## src/rtl/abus_pkg.sv

```systemverilog
package abus_pkg;

  typedef enum logic [3:0] {
    ST_IDLE,
    ST_S0,
    ST_S1,
    ST_S2,
    ST_S3,
    ST_S4,
    ST_W0,
    ST_W1,
    ST_S5,
    ST_S6,
    ST_S7
  } bus_state_e;

  typedef enum logic [1:0] {
    OP_READ     = 2'b00,
    OP_WRITE    = 2'b01,
    OP_RMW      = 2'b10,
    OP_READ_ALT = 2'b11
  } bus_op_e;

  localparam int unsigned LANES = 2;

  // Enables of 00 would leave the slave without a strobe; widen to a word.
  function automatic logic [LANES-1:0] lanes_of(input logic [LANES-1:0] be);
    return (be == '0) ? '1 : be;
  endfunction

endpackage

```

## src/rtl/abus_sync.sv

```systemverilog
module abus_sync #(
  parameter int unsigned STAGES   = 2,
  parameter bit          IDLE_VAL = 1'b1
) (
  input  logic clk,
  input  logic rst_n,
  input  logic d_in,
  output logic q_out
);

  logic [STAGES-1:0] chain_q;

  generate
    for (genvar i = 0; i < STAGES; i++) begin : g_stage
      if (i == 0) begin : g_first
        always_ff @(posedge clk or negedge rst_n) begin
          if (!rst_n) chain_q[i] <= IDLE_VAL;
          else        chain_q[i] <= d_in;
        end
      end else begin : g_next
        always_ff @(posedge clk or negedge rst_n) begin
          if (!rst_n) chain_q[i] <= IDLE_VAL;
          else        chain_q[i] <= chain_q[i-1];
        end
      end
    end
  endgenerate

  assign q_out = chain_q[STAGES-1];

endmodule

```

## src/rtl/abus_fsm.sv

```systemverilog
module abus_fsm
  import abus_pkg::*;
(
  input  logic       clk,
  input  logic       rst_n,
  input  logic       start,
  input  logic [1:0] op,
  input  logic       ack,
  output bus_state_e st,
  output logic       wr_phase,
  output logic       rmw,
  output logic       capture,
  output logic       done
);

  bus_state_e st_q, st_d;
  logic       wr_q, wr_d;
  logic       rmw_q, rmw_d;

  always_comb begin
    st_d  = st_q;
    wr_d  = wr_q;
    rmw_d = rmw_q;
    unique case (st_q)
      ST_IDLE: if (start) begin
        st_d  = ST_S0;
        wr_d  = (op == OP_WRITE);
        rmw_d = (op == OP_RMW);
      end
      ST_S0: st_d = ST_S1;
      ST_S1: st_d = ST_S2;
      ST_S2: st_d = ST_S3;
      ST_S3: st_d = ST_S4;
      ST_S4: st_d = ack ? ST_S5 : ST_W0;
      ST_W0: st_d = ST_W1;
      ST_W1: st_d = ack ? ST_S5 : ST_W0;
      ST_S5: st_d = ST_S6;
      ST_S6: st_d = ST_S7;
      ST_S7: begin
        if (rmw_q && !wr_q) begin
          // second half of the locked pair: address already out, strobe held
          st_d = ST_S2;
          wr_d = 1'b1;
        end else begin
          st_d  = ST_IDLE;
          wr_d  = 1'b0;
          rmw_d = 1'b0;
        end
      end
      default: st_d = ST_IDLE;
    endcase
  end

  always_ff @(posedge clk or negedge rst_n) begin
    if (!rst_n) begin
      st_q  <= ST_IDLE;
      wr_q  <= 1'b0;
      rmw_q <= 1'b0;
    end else begin
      st_q  <= st_d;
      wr_q  <= wr_d;
      rmw_q <= rmw_d;
    end
  end

  assign st       = st_q;
  assign wr_phase = wr_q;
  assign rmw      = rmw_q;
  assign capture  = (st_q == ST_S5) && !wr_q;
  assign done     = (st_q == ST_S7) && (!rmw_q || wr_q);

endmodule

```

## src/rtl/abus_drive.sv

```systemverilog
module abus_drive
  import abus_pkg::*;
#(
  parameter int unsigned ADDR_W = 16,
  parameter int unsigned DATA_W = 16
) (
  input  logic              clk,
  input  logic              rst_n,
  input  logic              start,
  input  logic [ADDR_W-1:0] cmd_addr,
  input  logic [LANES-1:0]  cmd_be,
  input  logic [DATA_W-1:0] cmd_wdata,
  input  bus_state_e        st,
  input  logic              wr_phase,
  input  logic              rmw,
  input  logic              capture,
  input  logic [DATA_W-1:0] bus_rdata,
  output logic [ADDR_W-1:0] bus_addr,
  output logic              bus_addr_oe,
  output logic              bus_as_n,
  output logic              bus_uds_n,
  output logic              bus_lds_n,
  output logic              bus_rw_n,
  output logic [DATA_W-1:0] bus_wdata,
  output logic              bus_data_oe,
  output logic [DATA_W-1:0] rdata
);

  localparam int unsigned LANE_W = DATA_W / LANES;

  logic [ADDR_W-1:0] addr_q;
  logic [LANES-1:0]  lanes_q;
  logic [DATA_W-1:0] wdata_q;
  logic [DATA_W-1:0] rdata_q;
  logic [DATA_W-1:0] lane_mask;

  generate
    for (genvar l = 0; l < LANES; l++) begin : g_mask
      assign lane_mask[l*LANE_W +: LANE_W] = {LANE_W{lanes_q[l]}};
    end
  endgenerate

  always_ff @(posedge clk or negedge rst_n) begin
    if (!rst_n) begin
      addr_q  <= '0;
      lanes_q <= '0;
      wdata_q <= '0;
      rdata_q <= '0;
    end else if (start) begin
      addr_q  <= cmd_addr;
      lanes_q <= lanes_of(cmd_be);
      wdata_q <= cmd_wdata;
      rdata_q <= '0;
    end else if (capture) begin
      rdata_q <= bus_rdata & lane_mask;
    end
  end

  logic in_access;   // S2..S6 and wait states
  logic addr_on;
  logic as_on;
  logic ds_on;
  logic wr_on;
  logic dat_on;

  always_comb begin
    in_access = 1'b0;
    unique case (st)
      ST_S2, ST_S3, ST_S4, ST_W0, ST_W1, ST_S5, ST_S6: in_access = 1'b1;
      default:                                         in_access = 1'b0;
    endcase

    addr_on = (st != ST_IDLE) && (st != ST_S0);
    as_on   = in_access || ((st == ST_S7) && rmw && !wr_phase);

    if (wr_phase) begin
      // data goes out one state before the strobes
      ds_on  = in_access && (st != ST_S2) && (st != ST_S3);
      dat_on = (in_access && (st != ST_S2)) || (st == ST_S7);
      wr_on  = in_access || (st == ST_S7);
    end else begin
      ds_on  = in_access;
      dat_on = 1'b0;
      wr_on  = 1'b0;
    end
  end

  assign bus_addr_oe = addr_on;
  assign bus_addr    = addr_on ? addr_q : '0;
  assign bus_as_n    = !as_on;
  assign bus_uds_n   = !(ds_on && lanes_q[1]);
  assign bus_lds_n   = !(ds_on && lanes_q[0]);
  assign bus_rw_n    = !wr_on;
  assign bus_data_oe = dat_on;
  assign bus_wdata   = dat_on ? wdata_q : '0;
  assign rdata       = rdata_q;

endmodule

```

## src/rtl/abus_master.sv

```systemverilog
module abus_master
  import abus_pkg::*;
#(
  parameter int unsigned ADDR_W      = 16,
  parameter int unsigned DATA_W      = 16,
  parameter int unsigned SYNC_STAGES = 2
) (
  input  logic              clk,
  input  logic              rst_n,
  input  logic              cmd_valid,
  output logic              cmd_ready,
  input  logic [1:0]        cmd_op,
  input  logic [ADDR_W-1:0] cmd_addr,
  input  logic [1:0]        cmd_be,
  input  logic [DATA_W-1:0] cmd_wdata,
  output logic              rsp_valid,
  output logic [DATA_W-1:0] rsp_data,
  output logic [ADDR_W-1:0] bus_addr,
  output logic              bus_addr_oe,
  output logic              bus_as_n,
  output logic              bus_uds_n,
  output logic              bus_lds_n,
  output logic              bus_rw_n,
  output logic [DATA_W-1:0] bus_wdata,
  output logic              bus_data_oe,
  input  logic [DATA_W-1:0] bus_rdata,
  input  logic              bus_dtack_n
);

  bus_state_e st;
  logic       wr_phase;
  logic       rmw;
  logic       capture;
  logic       done;
  logic       dtack_s_n;
  logic       start;

  assign cmd_ready = (st == ST_IDLE);
  assign start     = cmd_valid && cmd_ready;

  abus_sync #(
    .STAGES  (SYNC_STAGES),
    .IDLE_VAL(1'b1)
  ) u_sync (
    .clk  (clk),
    .rst_n(rst_n),
    .d_in (bus_dtack_n),
    .q_out(dtack_s_n)
  );

  abus_fsm u_fsm (
    .clk     (clk),
    .rst_n   (rst_n),
    .start   (start),
    .op      (cmd_op),
    .ack     (!dtack_s_n),
    .st      (st),
    .wr_phase(wr_phase),
    .rmw     (rmw),
    .capture (capture),
    .done    (done)
  );

  abus_drive #(
    .ADDR_W(ADDR_W),
    .DATA_W(DATA_W)
  ) u_drive (
    .clk        (clk),
    .rst_n      (rst_n),
    .start      (start),
    .cmd_addr   (cmd_addr),
    .cmd_be     (cmd_be),
    .cmd_wdata  (cmd_wdata),
    .st         (st),
    .wr_phase   (wr_phase),
    .rmw        (rmw),
    .capture    (capture),
    .bus_rdata  (bus_rdata),
    .bus_addr   (bus_addr),
    .bus_addr_oe(bus_addr_oe),
    .bus_as_n   (bus_as_n),
    .bus_uds_n  (bus_uds_n),
    .bus_lds_n  (bus_lds_n),
    .bus_rw_n   (bus_rw_n),
    .bus_wdata  (bus_wdata),
    .bus_data_oe(bus_data_oe),
    .rdata      (rsp_data)
  );

  assign rsp_valid = done;

endmodule

```

## config.mk

```make
export PLATFORM = sky130hd
export DESIGN_NAME = abus_master
export DESIGN_NICKNAME = d
export VERILOG_FILES = /design/src/rtl/abus_pkg.sv /design/src/rtl/abus_sync.sv /design/src/rtl/abus_fsm.sv /design/src/rtl/abus_drive.sv /design/src/rtl/abus_master.sv
export SDC_FILE = /design/constraint.sdc
export NUM_CORES = 1
export LEC_CHECK = 0
export ABC_AREA = 1
export CAP_MARGIN = 20
export CORE_MARGIN = 2
export CORE_UTILIZATION = 44
export DETAILED_ROUTE_END_ITERATION = 10
export PLACE_DENSITY = 0.79
export SETUP_SLACK_MARGIN = 0.02
export SLEW_MARGIN = 20
export SYNTH_ARGS = -nofsm -noshare
export SYNTH_HDL_FRONTEND = slang
export SYNTH_SLANG_ARGS = --single-unit
```

## constraint.sdc

```tcl
create_clock -name clk -period 1.7 [get_ports clk]
set_input_delay 0.34 -clock clk [delete_from_list [all_inputs] [get_ports clk]]
set_output_delay 0.34 -clock clk [all_outputs]
set_load 0.01 [all_outputs]
```

==> results.cfg, run 1 <==
[setup_path]
crit_chain = inv_4, nand2_4, inv_4, nand2_4, nand2_8, nand2_8, nor2_1, buf_2
cp-end-kind = output port
path_delay_family = flip-flops
crit_buf_inv = 3
required_ns = 1.36
cp_slowest_cell = dfrtp_2
crit_path_max_fanout = 8
worstPathArrival_ns = 1.60
worstSetupStartpointType = register
path_class = register to output port
max_stage_delay_ns = 0.48

[logic_synthesis]
synthMuxAreaShare_pct = 0
synth_top_family_by_area = simple AND/OR/NAND/NOR gates
synth-seq-cells = 58
synth.distinct_cells = 23
synth_edf_count = 0
ys.flop_type = dfrtp_1
avgSynthCellArea_sq_um = 8.22
synth_seq_area_share_pct = 48.7
synth_xor_area_share_pct = 0
yosys_warnings = 0
syn_nets = 419
synth_adder_area_share_pct = 0
yosys.area_share.simple_pct = 27.4
synth_compound_area_share_pct = 9.85
synthArstFlopShare_pct = 100
netlist_area_sq_mm = 0.00299
synthesis.instances = 363

[placed_design]
place.gp.congestion = 0.934
hpwl_um = 5040
portBuffers = 111
place_area_sq_mm = 0.00424

[sta]
finalSetupTns_ns = -5.79
max_slew_margin_pct = 79.3
slew_violations = 0
layout_setup_ws_ns = -0.238
max_clock_freq_ghz = 0.516
setup_viol = 39
skew_ns = 0.00896
tightest_slew_ns = 0.311
period_minus_slack_ns = 1.94
hold_viol = 0
rsz0062_at_grt = yes
finalCritPeriodShare_pct = 114

[layout]
final_area_sq_mm = 0.00476
area_delta_synth_final_pct = 59.3
fin_nets = 567
multi_input_area_sq_mm = 0.00133
final_core_util_pct = 71.2
mostFrequentLayoutCells = nand2_1, clkdlybuf4s50_1, inv_1, dfrtp_1, nand3_1
regArea_sq_mm = 0.00146
drive_above_1_share_pct = 35.9
final_common_cell = nand2_1
antenna_cells = 0
fillers = 507

[floorplan]
rows = 30
die_w_um = 86.4
dieHeight_um = 86.4
start_util_pct = 44.7
core_area_sq_mm = 0.00668
ioPinCount = 112
die_area_sq_mm = 0.00746

[power_and_ir_drop]
irDropWorstVdd_uv = 863
power_leakage_uw = 0.00242
power.density_mw_per_mm2 = 1700
power_uw = 8110

[run_status]
status = finished, violations left
violations = negative setup slack

[global_route]
grt_pass1_vias = 2780
grt_pass1_wl_um = 12700
globalRoute.totalOverflow = 0
grt_max_degree = 59
track_usage_pct = 21.8
antenna_found_initial = 0

[cts]
clkTransAtPathRegs_ns = 0.06
h-tree-depth = 3
clockBufferDepth = 2
cts-buffers-inserted = 9
clkLatencyLatePin_ns = 0.34
cts_tree = done
cts_root_buf = clkbuf_8
cts_sinks = 58

[routing]
route.detailed.drc = 0
ant_nets = 0
drt-wirelength-per-cell_um = 13.9
vias = 2855
viasPerCell = 4.80
routed_wl_um = 8250
first_iter_violations = 95
firstDrtPassIters = 4

[hold_path]
hp-class = register to register

[job]
maxCapViolations = 0
worst register-to-register path, stage by stage (launching register included):
cell and delay [ns]:
dfrtp_2 0.46, buf_6 0.16, nor2_4 0.10, buf_6 0.12, buf_4 0.13, nand3_4 0.12, inv_4 0.15, clkbuf_16 0.22
nand2_1 0.08, o21ai_2 0.05
per-layer routing:
metal  vias to the layer above  GRT usage, %  wire [um]
met4                         0          11.6        212
met5                         -             0          0
met1                      1338          27.0       3440
met2                        91          35.1       4150
li1                       1407             -          -
met3                        19          5.52        446
cell usage after synthesis (2+ instances only):
master | instances | area, sq um
nand2_1 | 83 | 312
inv_1 | 60 | 225
dfrtp_1 | 56 | 1400
nor2_1 | 41 | 154
nand3_1 | 38 | 190
o21ai_2 | 25 | 219
nand2_2 | 12 | 75.1
buf_6 | 11 | 124
o21ai_1 | 9 | 45.0
o21ai_0 | 5 | 25.0
inv_2 | 4 | 15.0
nor2_2 | 3 | 18.8
buf_2 | 2 | 10.0
buf_8 | 2 | 30.0
clkbuf_1 | 2 | 7.51
dfstp_2 | 2 | 52.6
nor2_4 | 2 | 22.5
worst paths after layout:
| path | from | endpoint | slack (ns) | cells after the start |
|---|---|---|---|---|
| setup / recovery | u_fsm.st[2]$_DFFE_PN0N_ | bus_wdata[9] | -0.24 | 8 |
| hold / removal | u_sync.chain_q[0]$_DFF_PN1_ | u_sync.q_out$_DFF_PN1_ | 0.36 | 0 |
| setup reg to reg | u_fsm.st[1]$_DFFE_PN0N_ | u_drive.addr_q[14]$_DFFE_PN0P_ | 0.05 | 9 |
| hold reg to reg | u_sync.chain_q[0]$_DFF_PN1_ | u_sync.q_out$_DFF_PN1_ | 0.36 | 0 |
| max in group asynchronous | rst_n | u_sync.q_out$_DFF_PN1_ | 0.85 | 3 |
| min in group asynchronous | rst_n | u_drive.wdata_q[7]$_DFFE_PN0P_ | 0.54 | 3 |
cell type report:
cell class                 count  area share, %
clock buffer                  10           2.68
inverter                      64           5.21
timing repair buffer         153           29.6
multi-input combinational    225           28.0
sequential                    58           30.7
tap                           80           2.10
clock inverter                 5           1.68
state kept, by name, summed over array words and instances (netlist names):
signal	cells
u_drive.wdata_q	16
u_fsm.rmw	1
u_drive.lanes_q	2
u_sync.q_out	1
u_drive.addr_q	16
u_drive.rdata	16
u_sync.chain_q	1
u_fsm.wr_phase	1
u_fsm.st	4
report_power, final:
part	internal [uW]	switching, uW	leakage (uW)	total, uW
combinational	2050	2420	0.00160	4470
sequential	1970	298	0.000728	2270
clock	814	552	0.0000984	1370
logic make-up after synthesis:
| logic type | count (synthesis) |
|---|---|
| AND/OR/NAND/NOR | 183 |
| flip-flops | 58 |
| buffers and inverters | 82 |
| AO/OA/AOI/OAI | 40 |
through the flow:
stage / instances / hold WS, ns / setup slack (ns)
floorplan: 363 / 0.0444 / 0.188
detailed placement: 560 / 0.352 / -0.254
finish: 595 / 0.362 / -0.238
CTS: 588 / 0.367 / -0.203
global placement: 560 / 0.348 / -0.177
global route: 595 / 0.371 / -0.273
repair_timing:
action,in CTS,in global routing
endpoints found under the setup margin,40,73
gates cloned,2,2
setup buffers,12,6
pin swaps,12,8
gates resized for setup,207,36
hold buffers,1,0
hold endpoints to repair,10,0
No activity file was read; power rests on OpenSTA's default activity.
==> run 2, diff against run 1 <==
--- a/config.mk
+++ b/config.mk
@@ -6,7 +6,6 @@
 export NUM_CORES = 1
 export LEC_CHECK = 0
 export ABC_AREA = 1
-export CAP_MARGIN = 20
 export CORE_MARGIN = 2
 export CORE_UTILIZATION = 44
 export DETAILED_ROUTE_END_ITERATION = 10
==> results of run 2 <==
Same layout as run 1: the final DEF is identical, and so are final timing and power.
